`src/rtl/cwin_pkg.sv`:
```
package cwin_pkg;

  typedef enum logic [1:0] {
    ST_IDLE  = 2'd0,
    ST_WRITE = 2'd1,
    ST_READ  = 2'd2,
    ST_WAIT  = 2'd3
  } cwin_state_e;

  localparam logic [1:0] ACC_BYTE = 2'd0;
  localparam logic [1:0] ACC_HALF = 2'd1;

  // All-ones return value for a failed access of the given width.
  function automatic logic [31:0] fill_mask(input logic [1:0] width);
    case (width)
      ACC_BYTE: fill_mask = 32'h0000_00FF;
      ACC_HALF: fill_mask = 32'h0000_FFFF;
      default:  fill_mask = 32'hFFFF_FFFF;
    endcase
  endfunction

endpackage

```
`src/rtl/cwin_codec.sv`:
```
// Index <-> window value conversion. The region size is a power of two,
// so the division in the decode becomes a right shift.
module cwin_codec #(
  parameter int                 CORE_W      = 5,
  parameter int                 ADDR_W      = 32,
  parameter int                 REGION_LOG2 = 12,
  parameter logic [ADDR_W-1:0]  BASE_ADDR   = 32'h1800_0000
) (
  input  logic [CORE_W-1:0] core,
  input  logic [ADDR_W-1:0] rdata,
  output logic [ADDR_W-1:0] wval,
  output logic              match
);
  localparam int PAD_W = ADDR_W - CORE_W;

  logic [ADDR_W-1:0] core_ext;
  logic [ADDR_W-1:0] offset;
  logic [ADDR_W-1:0] decoded;

  assign core_ext = {{PAD_W{1'b0}}, core};
  assign wval     = BASE_ADDR + (core_ext << REGION_LOG2);
  assign offset   = rdata - BASE_ADDR;
  assign decoded  = offset >> REGION_LOG2;
  // Full-width compare: stray upper index bits count as a mismatch.
  assign match    = (decoded == core_ext);
endmodule

```
`src/rtl/cwin_delay.sv`:
```
// Retry wait: counts DELAY_US microsecond ticks after a start pulse.
module cwin_delay #(
  parameter int DELAY_US = 10
) (
  input  logic clk,
  input  logic rst_n,
  input  logic start,
  input  logic tick,
  output logic expired
);
  generate
    if (DELAY_US == 0) begin : g_nodelay
      always_ff @(posedge clk) begin
        if (!rst_n) expired <= 1'b0;
        else        expired <= start;
      end
    end else begin : g_count
      localparam int CNT_W = $clog2(DELAY_US + 1);
      logic [CNT_W-1:0] cnt_q;
      logic             busy_q;

      always_ff @(posedge clk) begin
        if (!rst_n) begin
          cnt_q   <= '0;
          busy_q  <= 1'b0;
          expired <= 1'b0;
        end else begin
          expired <= 1'b0;
          if (start) begin
            cnt_q  <= CNT_W'(DELAY_US);
            busy_q <= 1'b1;
          end else if (busy_q && tick) begin
            if (cnt_q == CNT_W'(1)) begin
              busy_q  <= 1'b0;
              expired <= 1'b1;
            end
            cnt_q <= cnt_q - CNT_W'(1);
          end
        end
      end
    end
  endgenerate
endmodule

```
`src/rtl/core_window_switch.sv`:
```
module core_window_switch
  import cwin_pkg::*;
#(
  parameter int                 CORE_W      = 5,
  parameter int                 ADDR_W      = 32,
  parameter int                 REGION_LOG2 = 12,
  parameter logic [ADDR_W-1:0]  BASE_ADDR   = 32'h1800_0000,
  parameter int                 MAX_RETRY   = 2,
  parameter int                 DELAY_US    = 10
) (
  input  logic              clk,
  input  logic              rst_n,
  input  logic              req_valid,
  output logic              req_ready,
  input  logic [CORE_W-1:0] req_core,
  input  logic [1:0]        req_width,
  output logic              done,
  output logic              err,
  output logic [31:0]       fill_data,
  output logic [CORE_W-1:0] cur_core,
  output logic              cur_valid,
  output logic              reg_req,
  output logic              reg_we,
  output logic [ADDR_W-1:0] reg_wdata,
  input  logic [ADDR_W-1:0] reg_rdata,
  input  logic              reg_ack,
  input  logic              reg_err,
  input  logic              us_tick
);
  localparam int ATT_W = $clog2(MAX_RETRY + 2) + 1;
  localparam logic [ATT_W-1:0] ATT_LIMIT = ATT_W'(MAX_RETRY);

  cwin_state_e       state_q;
  logic [CORE_W-1:0] core_q;
  logic [CORE_W-1:0] map_q;
  logic              map_v_q;
  logic [1:0]        width_q;
  logic [ATT_W-1:0]  att_q;
  logic              done_q;
  logic              err_q;
  logic [31:0]       fill_q;

  logic              match;
  logic [ADDR_W-1:0] win_val;
  logic              dly_expired;

  logic accept, hit, wr_ack, rd_ack, give_up, rd_ok, retry, fail;

  cwin_codec #(
    .CORE_W     (CORE_W),
    .ADDR_W     (ADDR_W),
    .REGION_LOG2(REGION_LOG2),
    .BASE_ADDR  (BASE_ADDR)
  ) u_codec (
    .core (core_q),
    .rdata(reg_rdata),
    .wval (win_val),
    .match(match)
  );

  assign accept  = req_valid && req_ready;
  assign hit     = map_v_q && (req_core == map_q);
  assign wr_ack  = (state_q == ST_WRITE) && reg_ack;
  assign rd_ack  = (state_q == ST_READ) && reg_ack;
  assign give_up = att_q > ATT_LIMIT;
  assign rd_ok   = rd_ack && !reg_err && match;
  assign retry   = rd_ack && !reg_err && !match && !give_up;
  assign fail    = (wr_ack && reg_err) || (rd_ack && (reg_err || (!match && give_up)));

  cwin_delay #(.DELAY_US(DELAY_US)) u_delay (
    .clk    (clk),
    .rst_n  (rst_n),
    .start  (retry),
    .tick   (us_tick),
    .expired(dly_expired)
  );

  always_ff @(posedge clk) begin
    if (!rst_n) begin
      state_q <= ST_IDLE;
      core_q  <= '0;
      map_q   <= '0;
      map_v_q <= 1'b0;
      width_q <= '0;
      att_q   <= '0;
      done_q  <= 1'b0;
      err_q   <= 1'b0;
      fill_q  <= '0;
    end else begin
      done_q <= 1'b0;
      unique case (state_q)
        ST_IDLE: begin
          if (accept) begin
            core_q  <= req_core;
            width_q <= req_width;
            att_q   <= '0;
            if (hit) begin
              done_q <= 1'b1;
              err_q  <= 1'b0;
              fill_q <= '0;
            end else begin
              state_q <= ST_WRITE;
            end
          end
        end
        ST_WRITE: begin
          if (wr_ack && !reg_err) state_q <= ST_READ;
        end
        ST_READ: begin
          if (rd_ok) begin
            map_q   <= core_q;
            map_v_q <= 1'b1;
            done_q  <= 1'b1;
            err_q   <= 1'b0;
            fill_q  <= '0;
            state_q <= ST_IDLE;
          end else if (retry) begin
            att_q   <= att_q + ATT_W'(1);
            state_q <= ST_WAIT;
          end
        end
        ST_WAIT: begin
          if (dly_expired) state_q <= ST_WRITE;
        end
        default: state_q <= ST_IDLE;
      endcase
      if (fail) begin
        done_q  <= 1'b1;
        err_q   <= 1'b1;
        fill_q  <= fill_mask(width_q);
        state_q <= ST_IDLE;
      end
    end
  end

  assign req_ready = (state_q == ST_IDLE);
  assign reg_req   = (state_q == ST_WRITE) || (state_q == ST_READ);
  assign reg_we    = (state_q == ST_WRITE);
  assign reg_wdata = win_val;
  assign done      = done_q;
  assign err       = err_q;
  assign fill_data = fill_q;
  assign cur_core  = map_q;
  assign cur_valid = map_v_q;

endmodule

```
`config.mk`:
```
export PLATFORM = sky130hd
export DESIGN_NAME = core_window_switch
export DESIGN_NICKNAME = d
export VERILOG_FILES = /design/src/rtl/cwin_pkg.sv /design/src/rtl/cwin_codec.sv /design/src/rtl/cwin_delay.sv /design/src/rtl/core_window_switch.sv
export SDC_FILE = /design/constraint.sdc
export NUM_CORES = 1
export LEC_CHECK = 0
export ABC_AREA = 1
export BUFFER_PORTS_ARGS = -buffer_cell sky130_fd_sc_hd__buf_2
export CAP_MARGIN = 20
export CELL_PAD_IN_SITES_DETAIL_PLACEMENT = 1
export CELL_PAD_IN_SITES_GLOBAL_PLACEMENT = 1
export CORE_UTILIZATION = 26
export DETAILED_ROUTE_END_ITERATION = 7
export PLACE_DENSITY = 0.75
export SKIP_LAST_GASP = 1
export SLEW_MARGIN = 40
export SYNTH_ARGS = -nofsm -noshare
export SYNTH_HDL_FRONTEND = slang
export SYNTH_HIERARCHICAL = 1
export SYNTH_SLANG_ARGS = --single-unit
```
`constraint.sdc`:
```
create_clock -name clk -period 1.9 [get_ports clk]
set_clock_uncertainty 0.2 [all_clocks]
set_input_delay 0.38 -clock clk [delete_from_list [all_inputs] [get_ports clk]]
set_output_delay 0.38 -clock clk [all_outputs]
set_load 0.1 [all_outputs]
```
==> impl_metrics.yaml <==
synthesis:
  synth_cells: 315
  synth-seq-cells: 28
  avgSynthCellArea_sq_um: 6.54
  synthesis.area_sq_mm: 0.00206
  yosysSeqAreaShare_pct: 27.2
  yosys_warnings: 6
  synth_cell_type_count: 24
critical_path:
  crit_required_ns: 1.91
  crit_top_cell: "nand2_1"
  crit_start: "reg_rdata[28]"
  r2r_cells: 14
  r2r-start: "core_q[1]"
  reg2reg_slack_ns: 0.08
  cp_slowest_cell: "ha_4"
  worstPathMaxFanout: 4
  timing_worst_setup_path_type: "input pin to flip-flop"
  cp-start-kind: "input pin"
  end_kind: "flip-flop"
  worstPathArrival_ns: 1.90
  cpPeakStageDelay_ns: 0.22
  crit_chain: "buf_6 -> ha_4 -> nor3b_2 -> nand2_1 -> nor2_1 -> nand2_1 -> nor2_4 -> nand2_1 -> nand2_2 -> inv_2 -> nand2_2 -> nand3_4 -> nand2_2 -> nand2_1 -> nor2_1"
global_route:
  overflow: 0
  grt_max_degree: 18
  antenna_found_initial: 0
  grt_pass1_wl_mm: 7.79
  grt_util_all_layers_pct: 11.5
  grt_pass1_vias: 1772
timing:
  fin_crit_sh_pct: 99.4
  finalHoldViolCount: 0
  rsz0062_at_grt: "true"
  period_needed_ns: 1.89
  slew_viol_final: 0
  max_freq_mhz: 530
  setup_viol: 0
clock_tree:
  cts_sinks: 28
  holdBufCountCts: 0
  clkTransAtPathRegs_ns: 0.11
  insertion_delay_ns: 0.28
  cts.htree.levels: 1
  cts_tree: "yes"
  root_buffer: "clkbuf_8"
  clockBufferDepth: 2
  numCtsBuffers: 3
  cts_setup_buffers: 0
cells_and_area:
  drive_gt1_share_pct: 34.2
  finish.utilization_pct: 32.4
  stdcell_area_sq_mm: 0.00249
  layout_commonest_cell: "buf_2"
  diodes: 0
  area_growth_pct: 21.1
  fin_nets: 423
  mostFrequentLayoutCells: "buf_2 (75), inv_1 (49), nand2_1 (49), nor2_1 (35), conb_1 (27)"
  fin_cells: 470
floorplan:
  initial_utilization_pct: 26.8
  core_area_sq_mm: 0.00769
  io_pins: 120
  die_w_microns: 91
  die_h_microns: 91
  die-area_sq_mm: 0.00828
  num_rows: 32
power_and_ir_drop:
  power.density_mw_per_mm2: 1380
  p_clk_share_pct: 13.7
  total_power_mw: 3.44
  pwr-share-seq_pct: 21.5
  combPwrFrac_pct: 64.7
  ir_drop_mv: 0.444
  p_leak_nw: 1.37
  p_sw_share_pct: 56.0
  p_int_mw: 1.51
  p_switching_mw: 1.93
detailed_routing:
  vias: 1946
  drc: 0
  drt_iter0_markers: 35
  wl_per_cell_microns: 10.4
  ant_nets: 0
  drt_wl_total_mm: 4.89
  via_per_inst: 4.14
  drtPass1Iterations: 4
placement:
  place_area_sq_mm: 0.00236
  place_inst: 466
  portBuffers: 80
  gpl.final_weighted_congestion: 0.749
  hpwl_mm: 4.07
min_path:
  hold_depth: 3
  min_from: "req_core[4]"
  hold_path_class: "input pin to flip-flop"
flow_run:
  cap_violations: 0
outcome:
  status: "finished, final reports clean"
==> cell type report <==
cell class | instances | area (sq um)
Clock buffer | 3 | 41.3
Fill cell | 1021 | 5190
Sequential cell | 28 | 576
Inverter | 51 | 191
Multi-Input combinational cell | 196 | 1000
Tap cell | 102 | 128
Timing Repair Buffer | 89 | 526
Clock inverter | 1 | 30.0
==> synth_stat cells <==
cell type  count  area, sq um
a21boi_0       1         7.51
a21oi_1       23          115
and2_0         1         6.26
buf_4         62          465
clkbuf_1       3         11.3
conb_1         2         7.51
dfxtp_1       28          561
ha_1           9          113
inv_1         50          188
inv_2          1         3.75
nand2_1       54          203
nand2_2        1         6.26
nand3_1       10         50.1
nand3_2        1         10.0
nand3b_1       1         7.51
nand4_1        1         6.26
nor2_1        38          143
nor2_2         2         12.5
nor3_1         2         10.0
nor3b_1        1         7.51
o21ai_0       21          105
o21ai_1        1         5.00
o21bai_1       1         7.51
xnor2_1        1         8.76
==> per-stage QoR <==
| stage | hold slack (ns) | TNS, ns | worst slack [ns] |
|---|---|---|---|
| after floorplan | 0.228 | -0.288 | -0.0777 |
| after global placement | 0.241 | -4.69 | -0.316 |
| after detailed placement | 0.250 | -5.92 | -0.396 |
| after CTS | 0.140 | -0.0143 | -0.0143 |
| after global routing | 0.152 | -0.414 | -0.100 |
| final | 0.151 | 0 | 0.0120 |
==> routing by layer <==
metal  vias up  global-route usage, %  share of wire (%)
li1        975                      -                  -
met1       904                   12.5                 40
met2        64                   22.8                 54
met3         3                   2.76                6.0
met4         0                   1.59               0.16
met5         -                      0                  0
==> flip-flops by register name, summed over array words and instances, names as in the netlist <==
register and flops:
width_q 2, att_q 3, u_delay/expired 1, u_delay/g_count.busy_q 1, core_q 5, fill_data 3
cur_core 5, state_q 2, cur_valid 1, u_delay/g_count.cnt_q 4, done 1
==> what timing repair did <==
| action | in CTS | in global routing |
|---|---|---|
| pin swaps | 13 | 0 |
| resized for setup | 14 | 7 |
| setup endpoints to repair | 9 | 18 |
==> worst paths after layout <==
path,end
hold / removal,core_q[4]
hold reg to reg,att_q[2]
setup reg to reg,state_q[0]
setup / recovery,state_q[0]
==> critical path: cells and delay by family <==
kind | cells | cell delay, ns
adders and majority gates | 1 | 0.22
buffers and inverters | 2 | 0.15
and+or+nand+nor | 12 | 1.15
==> power by group through the flow <==
stage                     Clock, mW  Sequential [mW]  Combinational [mW]
final                         0.473            0.741                2.23
after global routing          0.520            0.753                2.36
after CTS                     0.494            0.741                2.18
after detailed placement          0            0.750                2.12
after global placement            0            0.745                2.09
after floorplan                   0            0.780                1.74
==> cells by family (layout without fill, tap and decap cells) <==
logic type,Yosys count,count (layout),share of synthesized area (%)
AOI/OAI and AO/OA,47,47,11.7
xor gates and xnor gates,1,1,0.425
adders and majority gates,9,9,5.47
buffers and inverters,116,144,32.4
DFF,28,28,27.2
other,2,27,0.365
and+or+nand+nor,112,112,22.4
(Power assumes the default switching activity.)
